File: src/rtl/stk_eval_pkg.sv
package stk_eval_pkg;

    typedef enum logic [2:0] {
        OP_PUSH = 3'd0,
        OP_POP  = 3'd1,
        OP_ADD  = 3'd2,
        OP_SUB  = 3'd3,
        OP_MUL  = 3'd4
    } stk_op_e;

    typedef enum logic [1:0] {
        FN_ADD = 2'd0,
        FN_SUB = 2'd1,
        FN_MUL = 2'd2
    } alu_fn_e;

endpackage

File: src/rtl/stk_alu.sv
module stk_alu
    import stk_eval_pkg::*;
#(
    parameter int W = 16
) (
    input  alu_fn_e        fn,
    input  logic [W-1:0]   lhs,
    input  logic [W-1:0]   rhs,
    output logic [W-1:0]   res
);

    logic [2*W-1:0] prod;

    always_comb begin
        prod = {{W{1'b0}}, lhs} * {{W{1'b0}}, rhs};
        case (fn)
            FN_ADD:  res = lhs + rhs;
            FN_SUB:  res = lhs - rhs;
            FN_MUL:  res = prod[W-1:0];
            default: res = '0;
        endcase
    end

endmodule

File: src/rtl/stk_regs.sv
module stk_regs #(
    parameter int W     = 16,
    parameter int DEPTH = 16,
    localparam int AW   = $clog2(DEPTH)
) (
    input  logic          clk,
    input  logic          we,
    input  logic [AW-1:0] waddr,
    input  logic [W-1:0]  wdata,
    input  logic [AW-1:0] top_addr,
    output logic [W-1:0]  top_data,
    input  logic [AW-1:0] nxt_addr,
    output logic [W-1:0]  nxt_data
);

    logic [W-1:0] cell_q [DEPTH];

    for (genvar i = 0; i < DEPTH; i++) begin : g_cell
        always_ff @(posedge clk) begin
            if (we && (waddr == AW'(i))) begin
                cell_q[i] <= wdata;
            end
        end
    end

    assign top_data = cell_q[top_addr];
    assign nxt_data = cell_q[nxt_addr];

endmodule

File: src/rtl/stk_eval.sv
module stk_eval
    import stk_eval_pkg::*;
#(
    parameter int DATA_W = 16,
    parameter int DEPTH  = 16
) (
    input  logic              clk,
    input  logic              rst_n,
    input  logic              cmd_valid,
    output logic              cmd_ready,
    input  logic [2:0]        cmd_op,
    input  logic [DATA_W-1:0] cmd_imm,
    output logic              out_valid,
    input  logic              out_ready,
    output logic [DATA_W-1:0] out_data,
    output logic              err_ovf,
    output logic              err_udf
);

    localparam int AW  = $clog2(DEPTH);
    localparam int SPW = $clog2(DEPTH + 1);

    typedef struct packed {
        logic [SPW-1:0]    sp;
        logic              out_vld;
        logic [DATA_W-1:0] out_dat;
        logic              ovf;
        logic              udf;
    } eval_st_t;

    eval_st_t st_d, st_q;

    logic              fire;
    logic              is_full, is_empty, has_two;
    logic [AW-1:0]     top_idx, nxt_idx, push_idx;
    logic [DATA_W-1:0] top_val, nxt_val, alu_res;
    logic              wr_en;
    logic [AW-1:0]     wr_idx;
    logic [DATA_W-1:0] wr_val;
    alu_fn_e           fn_sel;

    assign cmd_ready = !st_q.out_vld;
    assign fire      = cmd_valid && cmd_ready;
    assign is_full   = (st_q.sp == '0);
    assign is_empty  = (st_q.sp == SPW'(DEPTH));
    assign has_two   = (st_q.sp <= SPW'(DEPTH - 2));
    assign top_idx   = AW'(st_q.sp);
    assign nxt_idx   = AW'(st_q.sp + SPW'(1));
    assign push_idx  = AW'(st_q.sp - SPW'(1));

    stk_regs #(.W(DATA_W), .DEPTH(DEPTH)) u_regs (
        .clk      (clk),
        .we       (wr_en),
        .waddr    (wr_idx),
        .wdata    (wr_val),
        .top_addr (top_idx),
        .top_data (top_val),
        .nxt_addr (nxt_idx),
        .nxt_data (nxt_val)
    );

    always_comb begin
        case (stk_op_e'(cmd_op))
            OP_SUB:  fn_sel = FN_SUB;
            OP_MUL:  fn_sel = FN_MUL;
            default: fn_sel = FN_ADD;
        endcase
    end

    // second-from-top is the left operand, top is the right operand
    stk_alu #(.W(DATA_W)) u_alu (
        .fn  (fn_sel),
        .lhs (nxt_val),
        .rhs (top_val),
        .res (alu_res)
    );

    always_comb begin
        st_d   = st_q;
        wr_en  = 1'b0;
        wr_idx = nxt_idx;
        wr_val = alu_res;
        if (st_q.out_vld && out_ready) begin
            st_d.out_vld = 1'b0;
        end
        if (fire) begin
            case (stk_op_e'(cmd_op))
                OP_PUSH: begin
                    if (is_full) begin
                        st_d.ovf = 1'b1;
                    end else begin
                        wr_en   = 1'b1;
                        wr_idx  = push_idx;
                        wr_val  = cmd_imm;
                        st_d.sp = st_q.sp - SPW'(1);
                    end
                end
                OP_POP: begin
                    if (is_empty) begin
                        st_d.udf = 1'b1;
                    end else begin
                        st_d.out_vld = 1'b1;
                        st_d.out_dat = top_val;
                        st_d.sp      = st_q.sp + SPW'(1);
                    end
                end
                OP_ADD, OP_SUB, OP_MUL: begin
                    if (!has_two) begin
                        st_d.udf = 1'b1;
                    end else begin
                        wr_en   = 1'b1;
                        wr_idx  = nxt_idx;
                        wr_val  = alu_res;
                        st_d.sp = st_q.sp + SPW'(1);
                    end
                end
                default: ;
            endcase
        end
    end

    always_ff @(posedge clk or negedge rst_n) begin
        if (!rst_n) begin
            st_q.sp      <= SPW'(DEPTH);
            st_q.out_vld <= 1'b0;
            st_q.out_dat <= '0;
            st_q.ovf     <= 1'b0;
            st_q.udf     <= 1'b0;
        end else begin
            st_q <= st_d;
        end
    end

    assign out_valid = st_q.out_vld;
    assign out_data  = st_q.out_dat;
    assign err_ovf   = st_q.ovf;
    assign err_udf   = st_q.udf;

    AST_OUT_HOLD: assert property (@(posedge clk) disable iff (!rst_n)
        (out_valid && !out_ready) |=> (out_valid && $stable(out_data)));
    AST_NO_CMD_DURING_OUT: assert property (@(posedge clk) disable iff (!rst_n)
        out_valid |-> !cmd_ready);
    AST_OVF_STICKY: assert property (@(posedge clk) disable iff (!rst_n)
        err_ovf |=> err_ovf);
    AST_UDF_STICKY: assert property (@(posedge clk) disable iff (!rst_n)
        err_udf |=> err_udf);
    AST_FULL_PUSH_HOLD: assert property (@(posedge clk) disable iff (!rst_n)
        (fire && cmd_op == 3'd0 && is_full) |=> (is_full && err_ovf));
    AST_EMPTY_POP_QUIET: assert property (@(posedge clk) disable iff (!rst_n)
        (fire && cmd_op == 3'd1 && is_empty) |=> (!out_valid && is_empty && err_udf));
    AST_RESERVED_NOP: assert property (@(posedge clk) disable iff (!rst_n)
        (fire && cmd_op >= 3'd5) |=> ($stable(st_q.sp) && $stable(err_ovf) && $stable(err_udf)));

endmodule

File: config.mk
export PLATFORM = sky130hd
export DESIGN_NAME = stk_eval
export DESIGN_NICKNAME = d
export VERILOG_FILES = /design/src/rtl/stk_eval_pkg.sv /design/src/rtl/stk_alu.sv /design/src/rtl/stk_regs.sv /design/src/rtl/stk_eval.sv
export SDC_FILE = /design/constraint.sdc
export NUM_CORES = 1
export LEC_CHECK = 0
export CELL_PAD_IN_SITES_DETAIL_PLACEMENT = 0
export CELL_PAD_IN_SITES_GLOBAL_PLACEMENT = 1
export CORE_ASPECT_RATIO = 0.8
export CORE_UTILIZATION = 45
export CTS_BUF_LIST = sky130_fd_sc_hd__clkbuf_2 sky130_fd_sc_hd__clkbuf_4 sky130_fd_sc_hd__clkbuf_8
export CTS_CLUSTER_SIZE = 12
export DETAILED_ROUTE_END_ITERATION = 12
export DONT_BUFFER_PORTS = 1
export HOLD_SLACK_MARGIN = 0.15
export MAX_ROUTING_LAYER = met4
export PLACE_DENSITY = 0.69
export REMOVE_ABC_BUFFERS = 1
export SKIP_LAST_GASP = 1
export SLEW_MARGIN = 20
export SYNTH_ARGS = -nofsm -noshare
export SYNTH_HDL_FRONTEND = slang
export SYNTH_HIERARCHICAL = 1
export SYNTH_SLANG_ARGS = --single-unit
File: constraint.sdc
create_clock -name clk -period 8.8 [get_ports clk]
set_input_delay 0 -clock clk [delete_from_list [all_inputs] [get_ports clk]]
set_output_delay 0 -clock clk [all_outputs]
set_load 0.05 [all_outputs]
==> qor.yml <==
cts_tree: "built"
synth-seq-cells: 280
cts.clk_slew.worst_paths_ps: 70
ys_types: 72
crit_buf_inv: 5
slew_headroom_pct: 21.3
ys.warnings.count: 6
r2r_start: "st_q[19]$_DFFE_PN0P_"
grt_remaining_overflow: 0
layout_min_cycle_time_ps: 8410
cpPeakStageDelay_ps: 630
timing.final.crit_share_pct: 95.6
hold_end: "u_regs/cell_q[0][7]$_DFFE_PP_"
drt_pass1_iterations: 5
nets: 1591
dpl.hpwl_um: 35700
grt_use_total_pct: 26.5
clock_latency_ps: 630
post_cts_buffers: 0
cp_common_cell: "fa_1"
finish.utilization_pct: 50.7
run_status: "finished clean"
antenna_found_initial: 2
grt_pass1_wl_um: 79500
r2r-end: "u_regs/cell_q[5][15]$_DFFE_PP_"
die_area_mm2: 0.0426
synth_area_mm2: 0.0188
hold_path_depth: 4
syn_avg_cell_area_um2: 13.8
die_h_um: 185
cpMaxStageDelayCell: "ha_2"
crit_path_max_fanout: 40
vias_per_cell: 6.01
end_kind: "register"
htreeDepth: 2
wirelength_um: 52900
ff2ff_path_depth: 25
io_pins: 43
fin_ws_ps: 388
die_w_um: 230
final_cell_mix: "edfxtp_1 (256), inv_1 (128), nand2_1 (111)"
grt_max_degree: 55
wl_per_cell_um: 26.4
crit_arrival_ps: 8830
drive_gt1_share_pct: 22.0
place_inst: 1883
cts-root-buf: "clkbuf_8"
synthArstFlopShare_pct: 8.57
final_common_cell: "edfxtp_1"
cp_top_family: "adder cells"
cts_buffer_depth: 3
max_freq_ghz: 0.119
setup_viol: 0
hold_path_class: "in -> reg"
first_global_vias: 12200
finClkSkew_ps: 34.5
core_area_mm2: 0.0409
finalMaxSlewViolations: 0
std_cell_rows: 66
min_from: "cmd_op[2]"
postRouteAntennaNets: 0
synth_edf_count: 256
cts_buffers: 47
cts_num_sinks: 280
synth-main-ff-cell: "edfxtp_1"
ys_seq_area_share_pct: 44.1
tightest_slew_ps: 1170
finalNonFillerCells: 2003
area_delta_synth_final_pct: 10.4
drv_cap: 0
regToRegSetupSlack_ps: 390
gp_congestion: 0.872
cp-start-kind: "register"
crit_type: "reg -> reg"
vias: 12000
rsz0062_at_grt: "no"
io_buffer_count: 0
start_util_pct: 46.0
hold_viol_final: 0
dp_slack_ps: 440
syn_inst: 1362
crit_required_ps: 9220
drc: 0
drtIter0Drc: 1281
[kinds of logic after synthesis]
| logic type | Yosys count | synth area share, % |
|---|---|---|
| multiplexers | 165 | 18.3 |
| buffers and inverters | 220 | 6.27 |
| AND/OR/NAND/NOR | 302 | 8.41 |
| XOR/XNOR | 75 | 3.57 |
| flip-flops | 280 | 44.1 |
| adder cells (fa/ha/maj) | 150 | 13.2 |
| AO/OA/AOI/OAI | 170 | 6.17 |
[flip-flops by register name, summed over array words and instances (netlist names)]
name and count:
err_ovf 1, err_udf 1, out_data 16, out_valid 1, st_q 5, u_regs/cell_q 256
[layout make-up]
class                           count  area (um2)
Multi-Input combinational cell    862        9390
Antenna cell                        2        5.00
Clock buffer                       55         707
Tap cell                          544         681
Clock inverter                     33         265
Sequential cell                   280        8290
Fill cell                        3510       20100
Inverter                          129         487
Timing Repair Buffer               98         918
[layer usage]
layer	vias to the layer above	global-route usage, %	wire length [um]
met5	-	-	0
met4	0	5.43	878
met3	75	4.88	4780
met2	568	39.3	23700
met1	6230	38.2	23500
li1	5173	-	-
[stage by stage]
stage                     setup TNS [ps]  hold WS [ps]  cell area, um2
after floorplan                  -762090          -296           18100
after global placement                 0          -295           19400
after detailed placement               0          -295           19400
after CTS                              0           151           20700
after global routing                   0           219           20700
final                                  0           185           20700
[Yosys cell counts (21+ instances only)]
library cell  count  share of area (%)
edfxtp_1        256                 41
inv_1           129                2.6
nand2_1         111                2.2
mux4_2           91                 11
fa_1             81                8.6
ha_1             69                4.6
and2_1           68                2.3
a22oi_1          65                2.6
xnor2_1          47                2.2
nor2_1           42               0.84
mux4_1           34                4.8
mux2_2           30                1.8
a21oi_1          29               0.77
xor2_1           27                1.3
clkbuf_1         26               0.52
buf_4            25                1.0
buf_6            23                1.4
dfrtp_1          23                3.1
o21ai_0          21               0.56
[how the worst max path moves through the flow]
| stage | start | end | cells after the start |
|---|---|---|---|
| after CTS | st_q[21]$_DFFE_PN0P_ | u_regs/cell_q[5][15]$_DFFE_PP_ | 25 |
| final | st_q[19]$_DFFE_PN0P_ | u_regs/cell_q[5][15]$_DFFE_PP_ | 25 |
| after floorplan | st_q[19]$_DFFE_PN0P_ | u_regs/cell_q[0][15]$_DFFE_PP_ | 24 |
| after detailed placement | st_q[21]$_DFFE_PN0P_ | u_regs/cell_q[5][15]$_DFFE_PP_ | 25 |
| after global routing | st_q[19]$_DFFE_PN0P_ | u_regs/cell_q[0][15]$_DFFE_PP_ | 25 |
| after global placement | st_q[21]$_DFFE_PN0P_ | u_regs/cell_q[6][15]$_DFFE_PP_ | 25 |
[repair_timing]
action	CTS	global route
resized for setup	0	1
endpoints found under the setup margin	0	16
hold buffers	30	0
hold endpoints to repair	304	0
[worst reg2reg max path, delay by kind of cell (launching register included)]
family | cells | cell delay, ps
flip-flops | 1 | 470
AO/OA/AOI/OAI | 2 | 290
XOR/XNOR | 5 | 1200
multiplexers | 2 | 760
adder cells (fa/ha/maj) | 7 | 3670
AND/OR/NAND/NOR | 4 | 1290
buffers and inverters | 5 | 550
Power is left out: the tool's default activity adds up to more than one toggle a clock period on the data nets, which glitch-free logic cannot reach.
